`src/rtl/irq_ret_pkg.sv`:
```
// Package: shared constants and types for the interrupt return unwinder.
// Assumes byte-wide stack memory and a three-byte program counter.
package irq_ret_pkg;
    localparam int BYTE_W      = 8;
    localparam int PC_BYTES    = 3;
    localparam int SHORT_POPS  = 2;
    localparam int EXT_POPS    = 4;
    localparam int PC_W        = BYTE_W * PC_BYTES;

    typedef logic [BYTE_W-1:0] byte_t;
endpackage

```
`src/rtl/ret_seq_ctl.sv`:
```
// Module: ret_seq_ctl
// Step counter and pop scheduler. It accepts a start when idle, latches the
// mode and the stack pointer, and then counts states. Even steps present a
// read and odd steps capture its data, until all pops of the frame are done.
// done_o marks the last state. Assumes each state count >= 2 * its pop count.
module ret_seq_ctl
    import irq_ret_pkg::*;
#(
    parameter int SP_W         = 8,
    parameter int SHORT_STATES = 9,
    parameter int EXT_STATES   = 12,
    parameter int CNT_W        = $clog2(EXT_STATES),
    parameter int IDX_W        = CNT_W - 1
) (
    input  logic             clk,
    input  logic             rst_n,
    input  logic             start_i,
    input  logic             ext_i,
    input  logic [SP_W-1:0]  sp_i,
    output logic             accept_o,
    output logic             busy_o,
    output logic             done_o,
    output logic             ext_o,
    output logic [SP_W-1:0]  sp_base_o,
    output logic [IDX_W-1:0] pop_idx_o,
    output logic             rd_phase_o,
    output logic             cap_phase_o
);
    localparam logic [CNT_W-1:0] LAST_SHORT = CNT_W'(SHORT_STATES - 1);
    localparam logic [CNT_W-1:0] LAST_EXT   = CNT_W'(EXT_STATES - 1);

    logic             busy_q;
    logic [CNT_W-1:0] cnt_q;
    logic             ext_q;
    logic [SP_W-1:0]  sp_base_q;
    logic [CNT_W-1:0] last_step;
    logic [IDX_W-1:0] pops_n;
    logic             pop_live;

    // Last step index and number of pops for the latched mode
    always_comb begin
        last_step = ext_q ? LAST_EXT : LAST_SHORT;
        pops_n    = ext_q ? IDX_W'(EXT_POPS) : IDX_W'(SHORT_POPS);
    end

    assign accept_o    = start_i && !busy_q;
    assign done_o      = busy_q && (cnt_q == last_step);
    assign pop_idx_o   = cnt_q[CNT_W-1:1];
    assign pop_live    = busy_q && (pop_idx_o < pops_n);
    assign rd_phase_o  = pop_live && !cnt_q[0];
    assign cap_phase_o = pop_live && cnt_q[0];
    assign busy_o      = busy_q;
    assign ext_o       = ext_q;
    assign sp_base_o   = sp_base_q;

    // Accept a start when idle, advance the step count, drop busy at the end
    always_ff @(posedge clk) begin
        if (!rst_n) begin
            busy_q    <= 1'b0;
            cnt_q     <= '0;
            ext_q     <= 1'b0;
            sp_base_q <= '0;
        end else if (accept_o) begin
            busy_q    <= 1'b1;
            cnt_q     <= '0;
            ext_q     <= ext_i;
            sp_base_q <= sp_i;
        end else if (busy_q) begin
            if (cnt_q == last_step) begin
                busy_q <= 1'b0;
            end else begin
                cnt_q <= cnt_q + 1'b1;
            end
        end
    end

    AST_DONE_IN_BUSY: assert property (@(posedge clk) disable iff (!rst_n)
        done_o |-> busy_o);
    AST_START_ARMS: assert property (@(posedge clk) disable iff (!rst_n)
        (start_i && !busy_o) |=> (busy_o && cnt_q == '0));
    AST_BUSY_START_IGNORED: assert property (@(posedge clk) disable iff (!rst_n)
        (start_i && busy_o && !done_o) |=> ($stable(ext_q) && $stable(sp_base_q)));
    AST_READ_ONE_CYCLE: assert property (@(posedge clk) disable iff (!rst_n)
        rd_phase_o |=> !rd_phase_o);
endmodule

```
`src/rtl/ret_frame_asm.sv`:
```
// Module: ret_frame_asm
// Frame assembler. It stores each popped byte in the slot for its pop
// index and builds the program counter and the status byte from the slots.
// In short mode the status byte latched at start is kept and the top PC byte
// is forced to the fixed region. Assumes the read data is valid whenever
// cap_i is high.
module ret_frame_asm
    import irq_ret_pkg::*;
#(
    parameter int          IDX_W      = 3,
    parameter logic [7:0]  TOP_REGION = 8'hFF
) (
    input  logic             clk,
    input  logic             rst_n,
    input  logic             accept_i,
    input  logic             ext_i,
    input  byte_t            stat_cur_i,
    input  logic             cap_i,
    input  logic [IDX_W-1:0] idx_i,
    input  byte_t            rdata_i,
    output logic [PC_W-1:0]  pc_o,
    output byte_t            stat_o
);
    byte_t slot_q [EXT_POPS];
    byte_t stat_keep_q;

    // One capture register per pop position
    for (genvar g = 0; g < EXT_POPS; g++) begin : g_slot
        // Capture the popped byte when its pop index is served
        always_ff @(posedge clk) begin
            if (!rst_n) begin
                slot_q[g] <= '0;
            end else if (cap_i && (idx_i == IDX_W'(g))) begin
                slot_q[g] <= rdata_i;
            end
        end
    end

    // Keep the current secondary status for short-frame returns
    always_ff @(posedge clk) begin
        if (!rst_n) begin
            stat_keep_q <= '0;
        end else if (accept_i) begin
            stat_keep_q <= stat_cur_i;
        end
    end

    // Select the output fields for the latched frame format
    always_comb begin
        pc_o[7:0]   = slot_q[0];
        pc_o[15:8]  = slot_q[1];
        pc_o[23:16] = ext_i ? slot_q[2] : TOP_REGION;
        stat_o      = ext_i ? slot_q[3] : stat_keep_q;
    end

    AST_CAPTURE_ONCE: assert property (@(posedge clk) disable iff (!rst_n)
        cap_i |=> !cap_i);
endmodule

```
`src/rtl/ret_hold_ctl.sv`:
```
// Module: ret_hold_ctl
// Interrupt hold flag. It is set by the completion of a return and cleared
// by the next instruction-retire pulse. If both happen on the same edge, the
// set wins.
module ret_hold_ctl (
    input  logic clk,
    input  logic rst_n,
    input  logic done_i,
    input  logic retire_i,
    output logic hold_o
);
    logic hold_q;

    // Set on completion, clear on the first retire afterwards
    always_ff @(posedge clk) begin
        if (!rst_n) begin
            hold_q <= 1'b0;
        end else if (done_i) begin
            hold_q <= 1'b1;
        end else if (retire_i) begin
            hold_q <= 1'b0;
        end
    end

    assign hold_o = hold_q;

    AST_HOLD_AFTER_DONE: assert property (@(posedge clk) disable iff (!rst_n)
        done_i |=> hold_o);
    AST_HOLD_CLEARS: assert property (@(posedge clk) disable iff (!rst_n)
        (hold_o && retire_i && !done_i) |=> !hold_o);
endmodule

```
`src/rtl/irq_return_seq.sv`:
```
// Module: irq_return_seq (top)
// Return-from-interrupt stack unwinder. It pops a two-byte or four-byte frame
// from a byte-wide stack memory with one-cycle read latency, and returns the
// new PC, SP and status byte. On completion it pulses the priority release
// and raises a one-instruction interrupt hold. Assumes start_i is only
// meaningful while idle.
module irq_return_seq
    import irq_ret_pkg::*;
#(
    parameter int          SP_W         = 8,
    parameter int          SHORT_STATES = 9,
    parameter int          EXT_STATES   = 12,
    parameter logic [7:0]  TOP_REGION   = 8'hFF
) (
    input  logic             clk,
    input  logic             rst_n,
    input  logic             start_i,
    input  logic             ext_mode_i,
    input  logic [SP_W-1:0]  sp_i,
    input  logic [7:0]       stat_cur_i,
    input  logic             retire_i,
    output logic             mem_rd_o,
    output logic [SP_W-1:0]  mem_addr_o,
    input  logic [7:0]       mem_rdata_i,
    output logic             busy_o,
    output logic             done_o,
    output logic [23:0]      pc_o,
    output logic [SP_W-1:0]  sp_o,
    output logic [7:0]       stat_o,
    output logic             release_o,
    output logic             hold_o
);
    localparam int CNT_W = $clog2(EXT_STATES);
    localparam int IDX_W = CNT_W - 1;

    logic             accept;
    logic             ext_q;
    logic [SP_W-1:0]  sp_base;
    logic [IDX_W-1:0] pop_idx;
    logic             cap_phase;

    ret_seq_ctl #(
        .SP_W(SP_W), .SHORT_STATES(SHORT_STATES), .EXT_STATES(EXT_STATES),
        .CNT_W(CNT_W), .IDX_W(IDX_W)
    ) u_ctl (
        .clk(clk), .rst_n(rst_n), .start_i(start_i), .ext_i(ext_mode_i),
        .sp_i(sp_i), .accept_o(accept), .busy_o(busy_o), .done_o(done_o),
        .ext_o(ext_q), .sp_base_o(sp_base), .pop_idx_o(pop_idx),
        .rd_phase_o(mem_rd_o), .cap_phase_o(cap_phase)
    );

    ret_frame_asm #(.IDX_W(IDX_W), .TOP_REGION(TOP_REGION)) u_asm (
        .clk(clk), .rst_n(rst_n), .accept_i(accept), .ext_i(ext_q),
        .stat_cur_i(stat_cur_i), .cap_i(cap_phase), .idx_i(pop_idx),
        .rdata_i(mem_rdata_i), .pc_o(pc_o), .stat_o(stat_o)
    );

    ret_hold_ctl u_hold (
        .clk(clk), .rst_n(rst_n), .done_i(done_o), .retire_i(retire_i),
        .hold_o(hold_o)
    );

    // Read address walks down from the latched SP; result SP drops by the frame size
    assign mem_addr_o = sp_base - SP_W'(pop_idx);
    assign sp_o       = sp_base - (ext_q ? SP_W'(EXT_POPS) : SP_W'(SHORT_POPS));
    assign release_o  = done_o;

    AST_RELEASE_SINGLE: assert property (@(posedge clk) disable iff (!rst_n)
        release_o |=> !release_o);
    AST_NO_READ_IDLE: assert property (@(posedge clk) disable iff (!rst_n)
        mem_rd_o |-> busy_o);
endmodule

```
`config.mk`:
```
export PLATFORM = sky130hd
export DESIGN_NAME = irq_return_seq
export DESIGN_NICKNAME = d
export VERILOG_FILES = /design/src/rtl/irq_ret_pkg.sv /design/src/rtl/ret_seq_ctl.sv /design/src/rtl/ret_frame_asm.sv /design/src/rtl/ret_hold_ctl.sv /design/src/rtl/irq_return_seq.sv
export SDC_FILE = /design/constraint.sdc
export NUM_CORES = 1
export LEC_CHECK = 0
export CORE_UTILIZATION = 51
export DETAILED_ROUTE_END_ITERATION = 8
export PLACE_DENSITY = 0.95
export SLEW_MARGIN = 30
export SYNTH_ARGS = -nofsm -noshare
export SYNTH_HDL_FRONTEND = slang
export SYNTH_SLANG_ARGS = --single-unit
```
`constraint.sdc`:
```
create_clock -name clk -period 4.1 [get_ports clk]
set_input_delay 0.82 -clock clk [delete_from_list [all_inputs] [get_ports clk]]
set_output_delay 0.82 -clock clk [all_outputs]
set_load 0.1 [all_outputs]
```
======== Word level (Yosys, flattened, before mapping) ========
Memory sizes are Yosys's and may differ from the RTL's.
Cells that the tools add are included.
word-level totals
  bits in latches ......................... 0
  output and inout bits ................... 53
  memories kept ........................... 1
  bits in writable memories ............... 32
  ROM bits ................................ 0
  logic and storage cells ................. 63
  register bits after elaboration ......... 23
  bits of input ports ..................... 29
memory list
  name          depth  width  read ports  clocked after memory_dff  wr ports  line                 RTL
  u_asm.slot_q  4      8      4           0                         4         ret_frame_asm.sv:24  byte_t slot_q [EXT_POPS];
operators by class
  shifts and indexed selects .............. 0
  reductions and logical operators ........ 15
  mux-type cells .......................... 27
  $add $sub $neg .......................... 3
  divide/modulo/power cells ............... 0
  multiply operators ...................... 0
  bitwise operators ....................... 6
  equality and inequality tests ........... 4
  magnitude comparators ................... 1
operators with widths
  cell                 count
  $mux 8               6
  $mux 1               18
  $sub 8x3->8          2
  $logic_and 1x1->1    9
  $eq 3x2->1 const B   2
  $mux 3               2
  $add 4x1->4 const B  1
  $eq 4x4->1           1
  $or 1x1->1           4
  $eq 3x1->1 const B   1
  $logic_not 3->1      1
  $lt 3x3->1           1
  $logic_not 1->1      2
  $mux 2               1
  $not 1->1            2
  $reduce_and 2->1     1
  $reduce_bool 2->1    1
  $reduce_or 2->1      1

======== Logic depth before layout (Yosys ltp) ========
  word-level depth ........................ 9
  gate-level depth with buffers ........... 7
  gate-level depth less buffers ........... 6

======== Hierarchy ========
Synthesis repeated with hierarchy kept, for this count alone.
unflattened totals
  cell total of the unflattened synthesis .. 262
  area total of the unflattened synthesis .. 2,786.4 µm²
by module, submodules not included
  module          instances  area an instance (µm²)  cells each  sequential area each (µm²)
  ret_frame_asm   1          1,680.4                 131         1,121.1
  ret_seq_ctl     1          690.7                   83          280.3
  irq_return_seq  1          374.1                   45          0.0
  ret_hold_ctl    1          41.3                    3           20.0

======== Worst setup path after synthesis ========
Ideal clock, no wire load.
  path type ............................... register to output
  start ................................... reg u_ctl.ext_q, in the netlist u_ctl.ext_o
  end ..................................... out sp_o[7]
  arrival ................................. 2,904 ps
  path slack .............................. 376 ps
  required time ........................... 3,280 ps
  stages on the path, launching flop included .. 7
  buffers on the path ..................... 1
  cells stage by stage .................... dfxtp_1 > buf_4 > inv_1 > ha_1 > fa_1 > nor4b_2 > xor2_1
on the way
  longest elaborated chain between the ends .. 2
RTL lines
  item                    line                  RTL
  from (decl)             ret_seq_ctl.sv:34     logic ext_q;
  from (signal assigned)  ret_seq_ctl.sv:66     ext_q <= ext_i;
  $mux 3                  irq_return_seq.sv:65  assign sp_o = sp_base - (ext_q ? SP_W'(EXT_POPS) : SP_W'(SHORT_POPS));
  $sub 8x3->8             irq_return_seq.sv:65
  to (decl)               irq_return_seq.sv:28  output logic [SP_W-1:0] sp_o,
Every way passes these cells.

======== Final worst setup path ========
Ends and elaborated chain as after synthesis.

==> flow_metrics.env <==
export IMPL_initial_core_util_pct=53.2
export IMPL_die_area_sq_mm=0.00566
export IMPL_die_w_um=75.2
export IMPL_clock_sinks=55
export IMPL_drv_cap=0
export IMPL_avgSynthCellArea_sq_um=10.1
export IMPL_fin_tns_setup_ns=0
export IMPL_synth_top_area_share_pct=35.2
export IMPL_ctsHtreeMaxLevel=2
export IMPL_wirelength_mm=6.37
export IMPL_netlist_instances=270
export IMPL_slew_headroom_pct=31.1
export IMPL_hold_class="reg -> reg"
export IMPL_cts_resized=0
export IMPL_crit_path_start_kind="flop"
export IMPL_power_density_mw_per_mm2=413
export IMPL_cts_made_buffers=5
export IMPL_max_stage_delay_ns=0.43
export IMPL_cp_cell_sequence="buf_4 > inv_1 > ha_1 > fa_1 > nor4b_2 > xor2_1 > buf_12"
export IMPL_worst_slew_pin_slew_ns=1.03
export IMPL_final_area_sq_mm=0.00362
export IMPL_synth_seq_cells=55
export IMPL_grt_max_degree=21
export IMPL_drt_iter0_markers=102
export IMPL_num_vias=2179
export IMPL_ys_warn_count=0
export IMPL_syn_nets=308
export IMPL_netlist_area_sq_mm=0.00273
export IMPL_grt_usage_pct=23.2
export IMPL_hold_depth=2
export IMPL_p_leak_nw=1.40
export IMPL_fin_crit_sh_pct=81.1
export IMPL_postCtsHoldBufs=0
export IMPL_synth_top_cell_by_area="edfxtp_1"
export IMPL_die_h_um=75.2
export IMPL_grt_pass1_wl_mm=9.74
export IMPL_arrival_ns=2.50
export IMPL_diodes=0
export IMPL_grt_overflow=0
export IMPL_clk_pin_slew_worst_paths_ns=0.11
export IMPL_dpl_cell_area_sq_mm=0.00352
export IMPL_postCtsSetupBuffers=0
export IMPL_cp_required_ns=3.28
export IMPL_run_status="finished, final reports clean"
export IMPL_r2r_cells=6
export IMPL_place_congestion=0.842
export IMPL_synth_cell_types=42
export IMPL_setup_violations=0
export IMPL_io_buffers=81
export IMPL_clk_latency_ns=0.32
export IMPL_io_pins=82
export IMPL_end_kind="output port"
export IMPL_cts_tree="built"
export IMPL_crit_slowest_cell="fa_1"
export IMPL_cts_buffer_depth=2
export IMPL_drc=0
export IMPL_async_flop_share_pct=0
export IMPL_peakVddDrop_v=0.000278
export IMPL_dp_hpwl_mm=4.64
export IMPL_fill_cells=395
export IMPL_critical_path_max_fanout=20
export IMPL_layout_nets=383
export IMPL_ys_flop_type="edfxtp_1"
export IMPL_clock_skew_ns=0.00717
export IMPL_core_area_sq_mm=0.00514
export IMPL_final_util_pct=70.5
export IMPL_grt_pass1_vias=2078
export IMPL_drive_above_1_share_pct=15.0
export IMPL_rsz0062_at_grt="no"
export IMPL_antenna_found_initial=0
export IMPL_fin_ws_ns=0.775
export IMPL_first_pass_iters=4
export IMPL_fp_row_count=26
export IMPL_preCtsSetupSlack_ns=1.16
export IMPL_maxSlewViolCount=0
export IMPL_cts_root_buf="clkbuf_8"
export IMPL_drt_vias_per_instance=5.24
export IMPL_synth_edf_count=32
export IMPL_critPathKind="reg -> out"
export IMPL_antenna_left=0
export IMPL_synth_area_top_cells="edfxtp_1 (35%), dfxtp_1 (17%), nand2_1 (6.7%)"
export IMPL_hold_viol_final=0
export IMPL_period_minus_slack_ns=3.32
export IMPL_area_growth_pct=32.6
export IMPL_fmax_mhz=301
export IMPL_wl_per_cell_um=15.3
export IMPL_ys_seq_area_share_pct=52.0
per-layer routing:
| layer | vias up | GRT usage, % | share of wire, % |
|---|---|---|---|
| li1 | 1058 | - | - |
| met3 | 9 | 3.75 | 4.9 |
| met4 | 0 | 6.58 | 1.2 |
| met5 | - | 0 | 0 |
| met1 | 1039 | 30.1 | 43 |
| met2 | 73 | 40.2 | 51 |
layout make-up:
class	instances	area [sq um]	area share [%]
multi-input cells	186	1180	32.6
clock inverters	3	31.3	0.863
repair buffers	84	783	21.6
flip-flops and latches	55	1420	39.2
inverters	13	48.8	1.35
well taps	70	87.6	2.42
clock buffers	5	68.8	1.90
registers in the layout, summed over array words and instances (netlist names):
name / count
u_asm.slot_q: 32
u_asm.stat_keep_q: 8
u_ctl.busy_o: 1
u_ctl.cnt_q: 4
u_ctl.ext_o: 1
u_ctl.sp_base_o: 8
u_hold.hold_o: 1
critical path: cells and delay by family, from the launching register on:
family | cells | cell delay (ns)
xor+xnor | 1 | 0.25
flops | 1 | 0.42
buf+inv | 3 | 0.64
simple gates | 1 | 0.19
fa+ha+maj | 2 | 0.68
cell usage after synthesis, drive strengths merged (2+ instances only):
cell type,instances
a211oi,2
a21boi,18
a21oi,3
and2,2
buf,10
clkbuf,6
dfxtp,23
edfxtp,32
fa,2
ha,7
inv,13
mux2,8
nand2,49
nand2b,9
nand3,7
nand3b,2
nand4,4
nor2,36
nor2b,4
o21ai,5
o311a,2
xnor2,5
xor2,6
kinds of logic (layout without fill, tap and decap cells):
group | after synthesis | count (layout) | share of synthesized area (%)
buffers and inverters | 29 | 105 | 4.72
muxes | 8 | 8 | 3.30
adders and majority gates | 9 | 9 | 4.67
and+or+nand+nor | 122 | 122 | 21.2
AOI/OAI and AO/OA | 36 | 36 | 10.6
DFF | 55 | 55 | 52.0
xor gates and xnor gates | 11 | 11 | 3.53
cell usage in the layout, fill, tap and decap left out, types with 3 or more instances in the layout:
cell             Yosys  final
clkdlybuf4s50_1      0     56
nand2_1             49     49
nor2_1              36     36
edfxtp_1            32     32
buf_4                3     27
dfxtp_1             23     23
a21boi_0            18     18
inv_1               13     13
nand2b_1             9      9
mux2_2               8      8
nand3_1              7      7
ha_1                 7      7
xor2_1               6      6
xnor2_1              5      5
clkbuf_8             0      5
nor2b_1              4      4
o21ai_0              4      4
a21oi_1              3      3
metrics by stage:
stage / power (mW) / instances / hold WS, ns
6_report: 1.50 / 416 / 0.490
5_1_grt: 1.54 / 416 / 0.528
4_1_cts: 1.50 / 416 / 0.494
3_5_place_dp: 1.18 / 408 / 0.465
3_3_place_gp: 1.17 / 408 / 0.450
2_1_floorplan: 1.05 / 270 / 0.441
power breakdown:
part / total [mW] / switching [mW] / internal [mW]
Combinational: 0.542 / 0.407 / 0.135
Clock: 0.331 / 0.199 / 0.131
Sequential: 0.625 / 0.0191 / 0.606
path summary, 6_finish.rpt:
check / start / to / slack (ns)
max: u_ctl.ext_o / sp_o[7] / 0.78
min reg2reg: u_ctl.sp_base_o[0] / u_ctl.sp_base_o[0] / 0.49
max reg2reg: u_ctl.ext_o / u_asm.slot_q[1][0] / 1.60
min: u_ctl.sp_base_o[0] / u_ctl.sp_base_o[0] / 0.49
Note: power is estimated with default switching activity, not from simulation.
